--- src/rtl/wdog_pkg.sv ---
package wdog_pkg;
  localparam int unsigned OFS_LOAD   = 0;
  localparam int unsigned OFS_VALUE  = 1;
  localparam int unsigned OFS_CTRL   = 2;
  localparam int unsigned OFS_CLEAR  = 3;
  localparam int unsigned OFS_STATUS = 4;
  localparam int unsigned OFS_LOCK   = 5;

  typedef struct packed {
    logic rst_en;
    logic irq_en;
  } wdog_ctrl_t;
endpackage

--- src/rtl/wdog_regs.sv ---
module wdog_regs
  import wdog_pkg::*;
#(
  parameter int unsigned       DW        = 32,
  parameter int unsigned       AW        = 3,
  parameter logic [DW-1:0]     KEY       = 32'h1ACC_E551,
  parameter logic [DW-1:0]     LOAD_INIT = '1
) (
  input  logic          clk_i,
  input  logic          rst_ni,
  input  logic          wr_i,
  input  logic [AW-1:0] addr_i,
  input  logic [DW-1:0] wdata_i,
  output logic [DW-1:0] load_o,
  output wdog_ctrl_t    ctrl_o,
  output logic          locked_o,
  output logic          reload_o,
  output logic [DW-1:0] reload_val_o,
  output logic          clear_o
);
  logic          locked_q;
  logic [DW-1:0] load_q;
  wdog_ctrl_t    ctrl_q;
  logic          hit_load, hit_ctrl, hit_clear, hit_lock, wr_ok;

  assign hit_load  = addr_i == AW'(OFS_LOAD);
  assign hit_ctrl  = addr_i == AW'(OFS_CTRL);
  assign hit_clear = addr_i == AW'(OFS_CLEAR);
  assign hit_lock  = addr_i == AW'(OFS_LOCK);
  assign wr_ok     = wr_i & ~locked_q;

  always_ff @(posedge clk_i or negedge rst_ni) begin
    if (!rst_ni) begin
      locked_q <= 1'b1;
      load_q   <= LOAD_INIT;
      ctrl_q   <= '0;
    end else begin
      if (wr_i && hit_lock) locked_q <= (wdata_i != KEY);
      if (wr_ok && hit_load) load_q <= wdata_i;
      if (wr_ok && hit_ctrl) ctrl_q <= wdog_ctrl_t'(wdata_i[1:0]);
    end
  end

  assign load_o       = load_q;
  assign ctrl_o       = ctrl_q;
  assign locked_o     = locked_q;
  assign reload_o     = wr_ok & (hit_load | hit_clear);
  assign reload_val_o = hit_load ? wdata_i : load_q;
  assign clear_o      = wr_ok & hit_clear;


  lock_load_chk: assert property (@(posedge clk_i) disable iff (!rst_ni)
    (wr_i && locked_q && hit_load) |=> $stable(load_q));

  lock_ctrl_chk: assert property (@(posedge clk_i) disable iff (!rst_ni)
    (wr_i && locked_q && hit_ctrl) |=> $stable(ctrl_q));

  key_open_chk: assert property (@(posedge clk_i) disable iff (!rst_ni)
    (wr_i && hit_lock && wdata_i == KEY) |=> !locked_q);
endmodule

--- src/rtl/wdog_count.sv ---
module wdog_count
  import wdog_pkg::*;
#(
  parameter int unsigned   DW        = 32,
  parameter logic [DW-1:0] LOAD_INIT = '1
) (
  input  logic          clk_i,
  input  logic          rst_ni,
  input  logic          tick_i,
  input  logic          stop_i,
  input  wdog_ctrl_t    ctrl_i,
  input  logic [DW-1:0] load_i,
  input  logic          reload_i,
  input  logic [DW-1:0] reload_val_i,
  input  logic          clear_i,
  output logic [DW-1:0] count_o,
  output logic          flag_o,
  output logic          bite_o
);
  logic [DW-1:0] count_q;
  logic          flag_q, bite_q, run, uflow;

  assign run   = tick_i & ~stop_i & ctrl_i.irq_en & ~bite_q;
  // a bus reload in the same cycle wins over the underflow
  assign uflow = run & (count_q == '0) & ~reload_i;

  always_ff @(posedge clk_i or negedge rst_ni) begin
    if (!rst_ni) begin
      count_q <= LOAD_INIT;
      flag_q  <= 1'b0;
      bite_q  <= 1'b0;
    end else begin
      if (reload_i && !bite_q)           count_q <= reload_val_i;
      else if (uflow) begin
        if (flag_q && ctrl_i.rst_en)     bite_q  <= 1'b1;
        else                             count_q <= load_i;
      end else if (run)                  count_q <= count_q - 1'b1;

      if (clear_i)      flag_q <= 1'b0;
      else if (uflow)   flag_q <= 1'b1;
    end
  end

  assign count_o = count_q;
  assign flag_o  = flag_q;
  assign bite_o  = bite_q;


  stop_hold_chk: assert property (@(posedge clk_i) disable iff (!rst_ni)
    (stop_i && !reload_i) |=> $stable(count_q));

  bite_cause_chk: assert property (@(posedge clk_i) disable iff (!rst_ni)
    $rose(bite_q) |-> $past(flag_q && ctrl_i.rst_en && tick_i));

  bite_sticky_chk: assert property (@(posedge clk_i) disable iff (!rst_ni)
    bite_q |=> (bite_q && $stable(count_q)));

  uflow_flag_chk: assert property (@(posedge clk_i) disable iff (!rst_ni)
    (tick_i && !stop_i && ctrl_i.irq_en && !bite_q && count_q == '0
     && !reload_i && !clear_i) |=> flag_q);

  idle_hold_chk: assert property (@(posedge clk_i) disable iff (!rst_ni)
    (!ctrl_i.irq_en && !reload_i) |=> $stable(count_q));
endmodule

--- src/rtl/wdog_top.sv ---
module wdog_top
  import wdog_pkg::*;
#(
  parameter int unsigned   DW        = 32,
  parameter int unsigned   AW        = 3,
  parameter logic [DW-1:0] KEY       = 32'h1ACC_E551,
  parameter logic [DW-1:0] LOAD_INIT = '1
) (
  input  logic          clk_i,
  input  logic          rst_ni,
  input  logic          tick_i,
  input  logic          stop_i,
  input  logic          wr_i,
  input  logic [AW-1:0] addr_i,
  input  logic [DW-1:0] wdata_i,
  output logic [DW-1:0] rdata_o,
  output logic          irq_o,
  output logic          wdog_rst_o
);
  localparam int unsigned CTRL_W = $bits(wdog_ctrl_t);

  logic [DW-1:0] load, count, reload_val;
  wdog_ctrl_t    ctrl;
  logic          locked, reload, clear, flag, bite;

  wdog_regs #(.DW(DW), .AW(AW), .KEY(KEY), .LOAD_INIT(LOAD_INIT)) u_regs (
    .clk_i, .rst_ni, .wr_i, .addr_i, .wdata_i,
    .load_o(load), .ctrl_o(ctrl), .locked_o(locked),
    .reload_o(reload), .reload_val_o(reload_val), .clear_o(clear)
  );

  wdog_count #(.DW(DW), .LOAD_INIT(LOAD_INIT)) u_count (
    .clk_i, .rst_ni, .tick_i, .stop_i, .ctrl_i(ctrl), .load_i(load),
    .reload_i(reload), .reload_val_i(reload_val), .clear_i(clear),
    .count_o(count), .flag_o(flag), .bite_o(bite)
  );

  always_comb begin
    rdata_o = '0;
    case (addr_i)
      AW'(OFS_LOAD):   rdata_o = load;
      AW'(OFS_VALUE):  rdata_o = count;
      AW'(OFS_CTRL):   rdata_o = {{(DW-CTRL_W){1'b0}}, ctrl};
      AW'(OFS_STATUS): rdata_o = {{(DW-1){1'b0}}, flag};
      AW'(OFS_LOCK):   rdata_o = {{(DW-1){1'b0}}, locked};
      default:         rdata_o = '0;
    endcase
  end

  assign irq_o      = flag & ctrl.irq_en;
  assign wdog_rst_o = bite;


  irq_gate_chk: assert property (@(posedge clk_i) disable iff (!rst_ni)
    (!ctrl.irq_en) |-> !irq_o);
endmodule

--- config.mk ---
export PLATFORM = sky130hd
export DESIGN_NAME = wdog_top
export DESIGN_NICKNAME = d
export VERILOG_FILES = /design/src/rtl/wdog_pkg.sv /design/src/rtl/wdog_regs.sv /design/src/rtl/wdog_count.sv /design/src/rtl/wdog_top.sv
export SDC_FILE = /design/constraint.sdc
export NUM_CORES = 1
export LEC_CHECK = 0
export BUFFER_PORTS_ARGS = -buffer_cell sky130_fd_sc_hd__buf_2
export CAP_MARGIN = 30
export CORE_ASPECT_RATIO = 0.75
export CORE_MARGIN = 2
export CORE_UTILIZATION = 45
export CTS_CLUSTER_SIZE = 20
export DETAILED_ROUTE_END_ITERATION = 12
export PLACE_DENSITY = 0.71
export SETUP_SLACK_MARGIN = 0.1
export SYNTH_ARGS = -nofsm -noshare
export SYNTH_HDL_FRONTEND = slang
export SYNTH_SLANG_ARGS = --single-unit
--- constraint.sdc ---
create_clock -name clk_i -period 2.8 [get_ports clk_i]
set_input_delay 0.42 -clock clk_i [delete_from_list [all_inputs] [get_ports clk_i]]
set_output_delay 0.42 -clock clk_i [all_outputs]
set_load 0.02 [all_outputs]
# Word-level counts from Yosys, hierarchy flattened
# Cells that the tools add are included.
[classes] n_addsub=1 multipliers=0 n_div=0 magnitude_cmp=0 eq_ne=7 shift=0 mux=8 bitwise=15 n_reduce_logical=12
[ops] cell="32-bit 2-to-1 mux" count=5
[ops] cell="32-bit one-hot mux with 5 select lines" count=1
[ops] cell="32-bit zero test" count=1
[ops] cell="32-bit by 29-bit != test with 1-bit output, second input constant" count=1
[ops] cell="32-bit by 1-bit subtractor with 32-bit output, second input constant" count=1
[ops] cell="1-bit bitwise AND" count=9
[ops] cell="3-bit by 2-bit equality test with 1-bit output, second input constant" count=2
[ops] cell="3-bit equality test, second input constant" count=2
[ops] cell="1-bit logical AND" count=5
[ops] cell="1-bit inverter" count=5
[ops] cell="3-bit by 1-bit equality test with 1-bit output, second input constant" count=1
[ops] cell="3-bit zero test" count=1
[ops] cell="3-bit != test, second input constant" count=1
[ops] cell="3-bit AND reduction" count=1
[ops] cell="3-bit nonzero test" count=1
[ops] cell="1-bit 2-to-1 mux" count=2
[ops] cell="2-bit AND reduction" count=1
[ops] cell="2-bit nonzero test" count=1
[ops] cell="1-bit zero test" count=1
[ops] cell="1-bit bitwise OR" count=1
[word_totals] reg_bits=69 latch_bits=0 ramBits=0 mem_bits_ro=0 inputBits=40 output_inout_bits=34 elab_cells=50 mem_count=0

# Logic depth before layout (Yosys ltp)
# Gate-level depths: netlist (run 1).
[depth] depth_word=8 depth_mapped=10 ltp_nobuf=8

# Hierarchy
# From an unflattened synthesis (run 1), not the netlist that was laid out.
[hier_totals] cells_unflattened=498 area_unflattened_um2=4919.7
[modules_own_cells] mod="wdog_count" instances=1 cells_per_inst=322 area_per_inst_um2=2600.0 seq_area_each_um2=890.9
[modules_own_cells] mod="wdog_regs" instances=1 cells_per_inst=126 area_per_inst_um2=1863.0 seq_area_each_um2=917.1
[modules_own_cells] mod="wdog_top" instances=1 cells_per_inst=50 area_per_inst_um2=456.7 seq_area_each_um2=0.0

# Worst setup path before layout (run 1)
# OpenSTA, ideal clock, no wires.
[synth_timing] path_type="input-to-output" from="input addr_i[2]" to="output rdata_o[11]" arrival_time_ps=1929 required_time_ps=2380 setup_slack_ps=451 cell_stages=5 path_buffers=3 path_cell_list="clkbuf_1 > nor3_2 > clkbuf_1 > buf_1 > a22o_1"
[synth_between] elab_chain_len=2 word_cells_on_any_way=6 cone_classes="4 x eq/ne; 1 x mux; 1 x reduce/logical"
[synth_lines] element="start, declared" line_no="wdog_top.sv:14" source="input logic [AW-1:0] addr_i,"
[synth_lines] element="3-bit equality test, or another cell as far along" line_no="wdog_top.sv:40" source="case (addr_i)"
[synth_lines] element="32-bit one-hot mux with 5 select lines *" line_no="wdog_top.sv:40"
[synth_lines] element="end, declared" line_no="wdog_top.sv:16" source="output logic [DW-1:0] rdata_o,"
# Every way passes the cells marked *; elsewhere a longest branch is shown, timed or not.

# Worst setup path in the final report (run 1)
[layout_timing] from="register u_count.count_q[0] (netlist: u_count.count_o[0])" to="register u_count.count_q[12] (netlist: u_count.count_o[12])"
[layout_between] elab_chain_len=5 word_cells_on_any_way=10 cone_classes="1 x add/sub; 1 x eq/ne; 3 x mux; 2 x bitwise; 3 x reduce/logical"
[layout_lines] element="start, declared" line_no="wdog_count.sv:20" source="logic [DW-1:0] count_q;"
[layout_lines] element="start signal, assigned" line_no="wdog_count.sv:33" source="if (reload_i && !bite_q) count_q <= reload_val_i;"
[layout_lines] element="start signal, assigned" line_no="wdog_count.sv:36" source="else count_q <= load_i;"
[layout_lines] element="start signal, assigned" line_no="wdog_count.sv:37" source="end else if (run) count_q <= count_q - 1'b1;"
[layout_lines] element="branches (longest 5 deep; another with 32-bit by 1-bit subtractor with 32-bit output)"
# Several ways; the timed one is not identified. The select of a mux whose other input is x is not followed.
# A chain may end at the register's enable or synchronous reset.

==> results of run 1 <==
[area by class of cell]
| cell class | instances | area (sq um) |
|---|---|---|
| clock inverter | 1 | 5.00 |
| multi-input combinational | 394 | 2700 |
| tap | 136 | 170 |
| timing repair buffer | 94 | 548 |
| inverter | 5 | 18.8 |
| clock buffer | 15 | 278 |
| fill | 945 | 4680 |
| sequential | 69 | 1810 |
[per-layer routing]
metal / vias up / track usage
met5: - / 0
met4: 0 / 0.0766
met3: 21 / 0.0579
met2: 228 / 0.390
met1: 2244 / 0.380
li1: 2052 / -
[state kept, by name, summed over array words and instances (netlist names)]
| register | flops |
|---|---|
| u_regs.locked_o | 1 |
| u_count.bite_o | 1 |
| u_count.count_o | 32 |
| u_regs.ctrl_o | 2 |
| u_regs.load_o | 32 |
| u_count.flag_o | 1 |
[worst paths after layout]
kind / startpoint / slack (ps) / cells past startpoint / endpoint
min in group clk_i: wdata_i[5] / 330 / 2 / u_regs.load_o[5]
setup / recovery: u_count.count_o[0] / 270 / 8 / u_count.count_o[12]
hold / removal: rst_ni / 130 / 1 / u_count.flag_o
hold reg to reg: u_count.count_o[6] / 500 / 2 / u_count.count_o[6]
max in group asynchronous: rst_ni / 1760 / 2 / u_count.count_o[17]
setup reg to reg: u_count.count_o[0] / 270 / 8 / u_count.count_o[12]
[logic make-up after synthesis]
group,synth area share
compound gates,0.225
xor+xnor,0.0187
fa+ha+maj,0.00267
buf+inv,0.0441
flops,0.386
mux,0.103
simple gates,0.221
[power breakdown]
part | internal [uW] | switching (uW) | total, uW
clock | 672 | 425 | 1100
combinational | 653 | 745 | 1400
sequential | 1640 | 523 | 2170
total | 2970 | 1690 | 4660
[cell usage in the layout, fill, tap and decap left out, types with 6 or more instances in the layout]
master and count:
xor2_1 6, nand2_1 67, a22o_1 35, mux2i_1 11
clkbuf_16 9, buf_4 19, nor2_1 31, buf_2 73
mux2_2 20, a21oi_1 19, nand3_1 22, dfstp_2 65
o221ai_1 8, o21ai_0 26, o21ai_1 13, nand4_1 8
nor3_1 17, mux2_1 13
[through the flow]
step,worst slack [ps],hold WS (ps),power [uW],std cells
6_report,272,126,4660,714
5_1_grt,131,177,4920,714
4_1_cts,277,144,4650,714
3_5_place_dp,271,490,3540,698
3_3_place_gp,296,483,3470,698
2_1_floorplan,451,124,3050,507
[worst reg2reg max path, cell delays in order, from the launching register on]
cell and delay [ps]:
dfstp_2 390, inv_1 70, ha_1 170, or3b_1 480
or3_1 590, nor4_2 260, xor2_1 200, o221ai_1 160
o21ai_1 140
==> impl_metrics.ini, run 1 <==
[run_status]
status = completed

[worst_setup_path]
cpMaxStageDelayCell = or3_1
cp-end-kind = flip-flop
worst-path-buf-inv = 1
crit_required_ps = 3080
crit_chain = inv_1 > ha_1 > or3b_1 > or3_1 > nor4_2 > xor2_1 > o221ai_1 > o21ai_1
path_delay_family = simple AND/OR/NAND/NOR gates
cpPeakStageDelay_ps = 590
crit_path_start_kind = flip-flop
crit_path_max_fanout = 7
critPathKind = reg2reg
crit_arrival_ps = 2800

[clocking]
cts_setup_buffers = 0
hold_buffers = 0
clk-insertion-delay-late_ps = 340
cts_buffers = 9
cts_tree = built
clkTransAtPathRegs_ps = 60
clock-sinks = 69
cts_root_buf = clkbuf_16
cts.path.max_buffers = 2
htreeDepth = 3
post_cts_resize_count = 0

[route]
drt_iter0_drc = 399
drt-total-wl_um = 14200
wl_met1_um = 6300
wl_per_cell_um = 19.9
met2_length_um = 6470
antenna_left = 0
via_per_inst = 6.37
top_layer = met4
drt-pass1-iter-count = 5
wl_met3_um = 1240
num_vias = 4545
drc_errors = 0

[grt]
grt_pass1_wl_um = 22700
antenna_found_initial = 0
grt_overflow = 0
grt_max_degree = 55
grt_use_total = 0.262
grt_pass1_vias = 4225

[place]
dpl_cell_area_sq_mm = 0.00524
gp_congestion = 0.852
dp_hpwl_um = 9740
portBuffers = 73

[hold_path]
holdCritPathClass = in2async

[floorplan]
num_rows = 32
fp.dieW_um = 122
initial_core_util = 0.459
die_y_um = 92.4
io_pins = 74
core_area_sq_mm = 0.0102
dieArea_sq_mm = 0.0113

[synthesis]
yosys.area.top_type_share = 0.364
synth_edf_count = 0
seq_area_frac_synth = 0.386
synthesis.nets = 548
ys_async_sr_fraction = 1.00
synth_most_common_cell = nand2_1
postSynthAreaPerCell_sq_um = 9.24
netlist_top_cells_area = dfstp_2 36%, a22o_1 6.5%, nand2_1 5.4%
synth_area_leader_cell = dfstp_2
syn_area_sq_mm = 0.00469
synth_common_cells = 67 x nand2_1, 65 x dfstp_2, 35 x a22o_1
yosysWarningCount = 0
synth.distinct_cells = 64
synth_ff_type = dfstp_2
ys_ff_latch = 69
synth_cells = 507

[pwr]
powerDensity_mw_per_mm2 = 844
leakagePower_uw = 0.00225
vdd_drop_max_v = 0.000450

[timing]
finalMaxSlewViolations = 0
finalSetupViolCount = 0
rsz0062_at_grt = false
timing.final.hold_violations = 0
slew-limit-headroom = 0.533
fmax_mhz = 396
fin_crit_sh = 0.903
finalClockSkew_ps = 5.64
worstMarginPinSlew_ps = 701
setup_tns_ps = 0
period_needed_ps = 2530

[finish]
antennaDiodeCount = 0
finalCoreUtilization = 0.541
drive_above_1_share = 0.369
stdcell_area_sq_mm = 0.00553
final_nets = 614
area_delta_synth_final_pct = 17.9

[run]
max-cap-violations = 0
No activity file was read; power rests on OpenSTA's default activity.
==> run 2, diff against run 1 <==
--- a/config.mk
+++ b/config.mk
@@ -5,6 +5,7 @@
 export SDC_FILE = /design/constraint.sdc
 export NUM_CORES = 1
 export LEC_CHECK = 0
+export ABC_AREA = 1
 export BUFFER_PORTS_ARGS = -buffer_cell sky130_fd_sc_hd__buf_2
 export CAP_MARGIN = 30
 export CORE_ASPECT_RATIO = 0.75
@@ -12,7 +13,7 @@
 export CORE_UTILIZATION = 45
 export CTS_CLUSTER_SIZE = 20
 export DETAILED_ROUTE_END_ITERATION = 12
-export PLACE_DENSITY = 0.71
+export PLACE_DENSITY = 0.68
 export SETUP_SLACK_MARGIN = 0.1
 export SYNTH_ARGS = -nofsm -noshare
 export SYNTH_HDL_FRONTEND = slang
==> run 2 against run 1 <==
Compared with the run above: core utilization decreased by 0.92 points; die area grew 11%; cell area increased by 10%; area after synthesis rose by 11%; highest routed layer unchanged; critical endpoint is now u_count.count_o[31]; largest cell class unchanged; clock power up 24%; hold slack better by 210 ps; worst setup slack better by 180 ps; via count grew 25%.
==> impl_metrics.ini, run 2 <==
[grt]
grt_overflow = 0
grt_pass1_vias = 5138
grt_pass1_wl_um = 28400
antenna_found_initial = 0
grt_use_total = 0.297
grt_max_degree = 38

[floorplan]
core_area_sq_mm = 0.0114
initial_core_util = 0.456
io_pins = 74
num_rows = 34
dieArea_sq_mm = 0.0125
die_y_um = 97.2
fp.dieW_um = 128

[worst_setup_path]
cpPeakStageDelay_ps = 370
cp-end-kind = flip-flop
crit_chain = inv_1 > ha_1 > nand2_2 > nor2_4 > nand2_2 > nor2_8 > nand3_4 > nand2_4 > inv_2 > nor2_1 > a21oi_1
crit_arrival_ps = 2610
crit_required_ps = 3070
cp_common_cell = nand2_2
path_delay_family = simple AND/OR/NAND/NOR gates
cpMaxStageDelayCell = dfstp_2
crit_path_start_kind = flip-flop
worst-path-buf-inv = 2
crit_path_max_fanout = 23
critPathKind = reg2reg

[pwr]
leakagePower_uw = 0.00307
vdd_drop_max_v = 0.000452
powerDensity_mw_per_mm2 = 531
fin_total_pwr_uw = 3230

[timing]
setup_tns_ps = 0
finalClockSkew_ps = 7.89
finalSetupViolCount = 0
fmax_mhz = 427
finalMaxSlewViolations = 0
period_needed_ps = 2340
slew-limit-headroom = 0.638
fin_crit_sh = 0.837
worstMarginPinSlew_ps = 541
timing.final.hold_violations = 0
rsz0062_at_grt = false

[synthesis]
ys_ff_latch = 69
seq_area_frac_synth = 0.347
yosys.area.top_type_share = 0.327
syn_area_sq_mm = 0.00522
synth_edf_count = 0
synth_most_common_cell = nand2_1
ys_async_sr_fraction = 1.00
yosysWarningCount = 0
synth_common_cells = 235 x nand2_1, 133 x nor2_1, 103 x inv_1
synth_cells = 822
synth_ff_type = dfstp_2
synth_area_leader_cell = dfstp_2
synth.distinct_cells = 34
netlist_top_cells_area = dfstp_2 33%, nand2_1 17%, nor2_1 9.6%
synthesis.nets = 863
postSynthAreaPerCell_sq_um = 6.35

[run]
max-cap-violations = 0

[finish]
area_delta_synth_final_pct = 16.7
final_common_cell = nand2_1
drive_above_1_share = 0.211
fill_cells = 1197
area.sequential_sq_mm = 0.00181
multiInputGateArea_sq_mm = 0.00282
final_cell_mix = 233 x nand2_1, 133 x nor2_1, 103 x inv_1
final_nets = 931
antennaDiodeCount = 0

[route]
met2_length_um = 6900
antenna_left = 0
drt_iter0_drc = 647
top_layer = met4
drc_errors = 0
num_vias = 5695
via_per_inst = 5.48
drt-pass1-iter-count = 5
wl_per_cell_um = 17.1
wl_met1_um = 8580
drt-total-wl_um = 17800
wl_met3_um = 1930

[clocking]
cts_tree = built
clk-insertion-delay-late_ps = 340
htreeDepth = 3
cts_buffers = 9
clock-sinks = 69
clkTransAtPathRegs_ps = 60
cts_setup_buffers = 0
cts_root_buf = clkbuf_16
cts.path.max_buffers = 2

[place]
gp_congestion = 0.974
dp_hpwl_um = 13300
portBuffers = 73

[run_status]
status = completed

[hold_path]
holdCritPathClass = in2reg
-- run 2: area by class of cell --
| type | count | area share |
|---|---|---|
| Multi-Input combinational cell | 612 | 0.462 |
| Sequential cell | 69 | 0.297 |
| Clock inverter | 5 | 0.0177 |
| Inverter | 106 | 0.0654 |
| Clock buffer | 11 | 0.0399 |
| Timing Repair Buffer | 92 | 0.0880 |
| Tap cell | 144 | 0.0296 |
-- run 2: per-layer routing --
| layer | vias to the layer above | GRT usage |
|---|---|---|
| met5 | - | 0 |
| met4 | 0 | 0.0752 |
| met3 | 32 | 0.0716 |
| met2 | 289 | 0.383 |
| met1 | 2610 | 0.482 |
| li1 | 2764 | - |
-- run 2: logic make-up (layout without fill, tap and decap cells) --
family                     Yosys count  in the layout  synth area share
and+or+nand+nor                    470            470             0.376
buffers and inverters              141            214             0.115
AOI/OAI and AO/OA                  129            129             0.140
DFF                                 69             69             0.347
xor gates and xnor gates            12             12            0.0201
adders and majority gates            1              1           0.00240
-- run 2: stage by stage --
step	area, sq um	hold WS, ps	worst slack, ps	cells	util
5_1_grt	6090	337	219	1039	0.532
3_3_place_gp	5730	328	643	1022	0.500
6_report	6090	332	457	1039	0.532
3_5_place_dp	5730	333	521	1022	0.500
4_1_cts	6090	329	499	1039	0.532
2_1_floorplan	5220	124	797	822	-
-- run 2: what timing repair did --
item | CTS | global route
resized for setup | 0 | 0
hold buffers | 1 | 0
hold endpoints to repair | 3 | 0
-- run 2: worst paths after layout --
check / cells past startpoint / from / slack, ps / to
min in group asynchronous: 2 / rst_ni / 510 / u_count.bite_o
max in group asynchronous: 3 / rst_ni / 1560 / u_count.count_o[30]
min: 3 / wdata_i[29] / 330 / u_regs.load_o[29]
max: 11 / u_count.count_o[0] / 460 / u_count.count_o[31]
min reg2reg: 2 / u_count.count_o[0] / 480 / u_count.count_o[0]
max reg2reg: 11 / u_count.count_o[0] / 460 / u_count.count_o[31]
-- run 2: tightest hold or removal path: stages --
cell	delay (ps)
buf_2	120
nand2_1	60
o21ai_0	70
-- run 2: power breakdown --
group | total (uW) | switching [uW] | leakage, uW | internal (uW)
clock network | 1360 | 463 | 0.000170 | 898
registers | 1360 | 111 | 0.000724 | 1250
logic | 506 | 352 | 0.00217 | 154
total | 3230 | 926 | 0.00307 | 2310
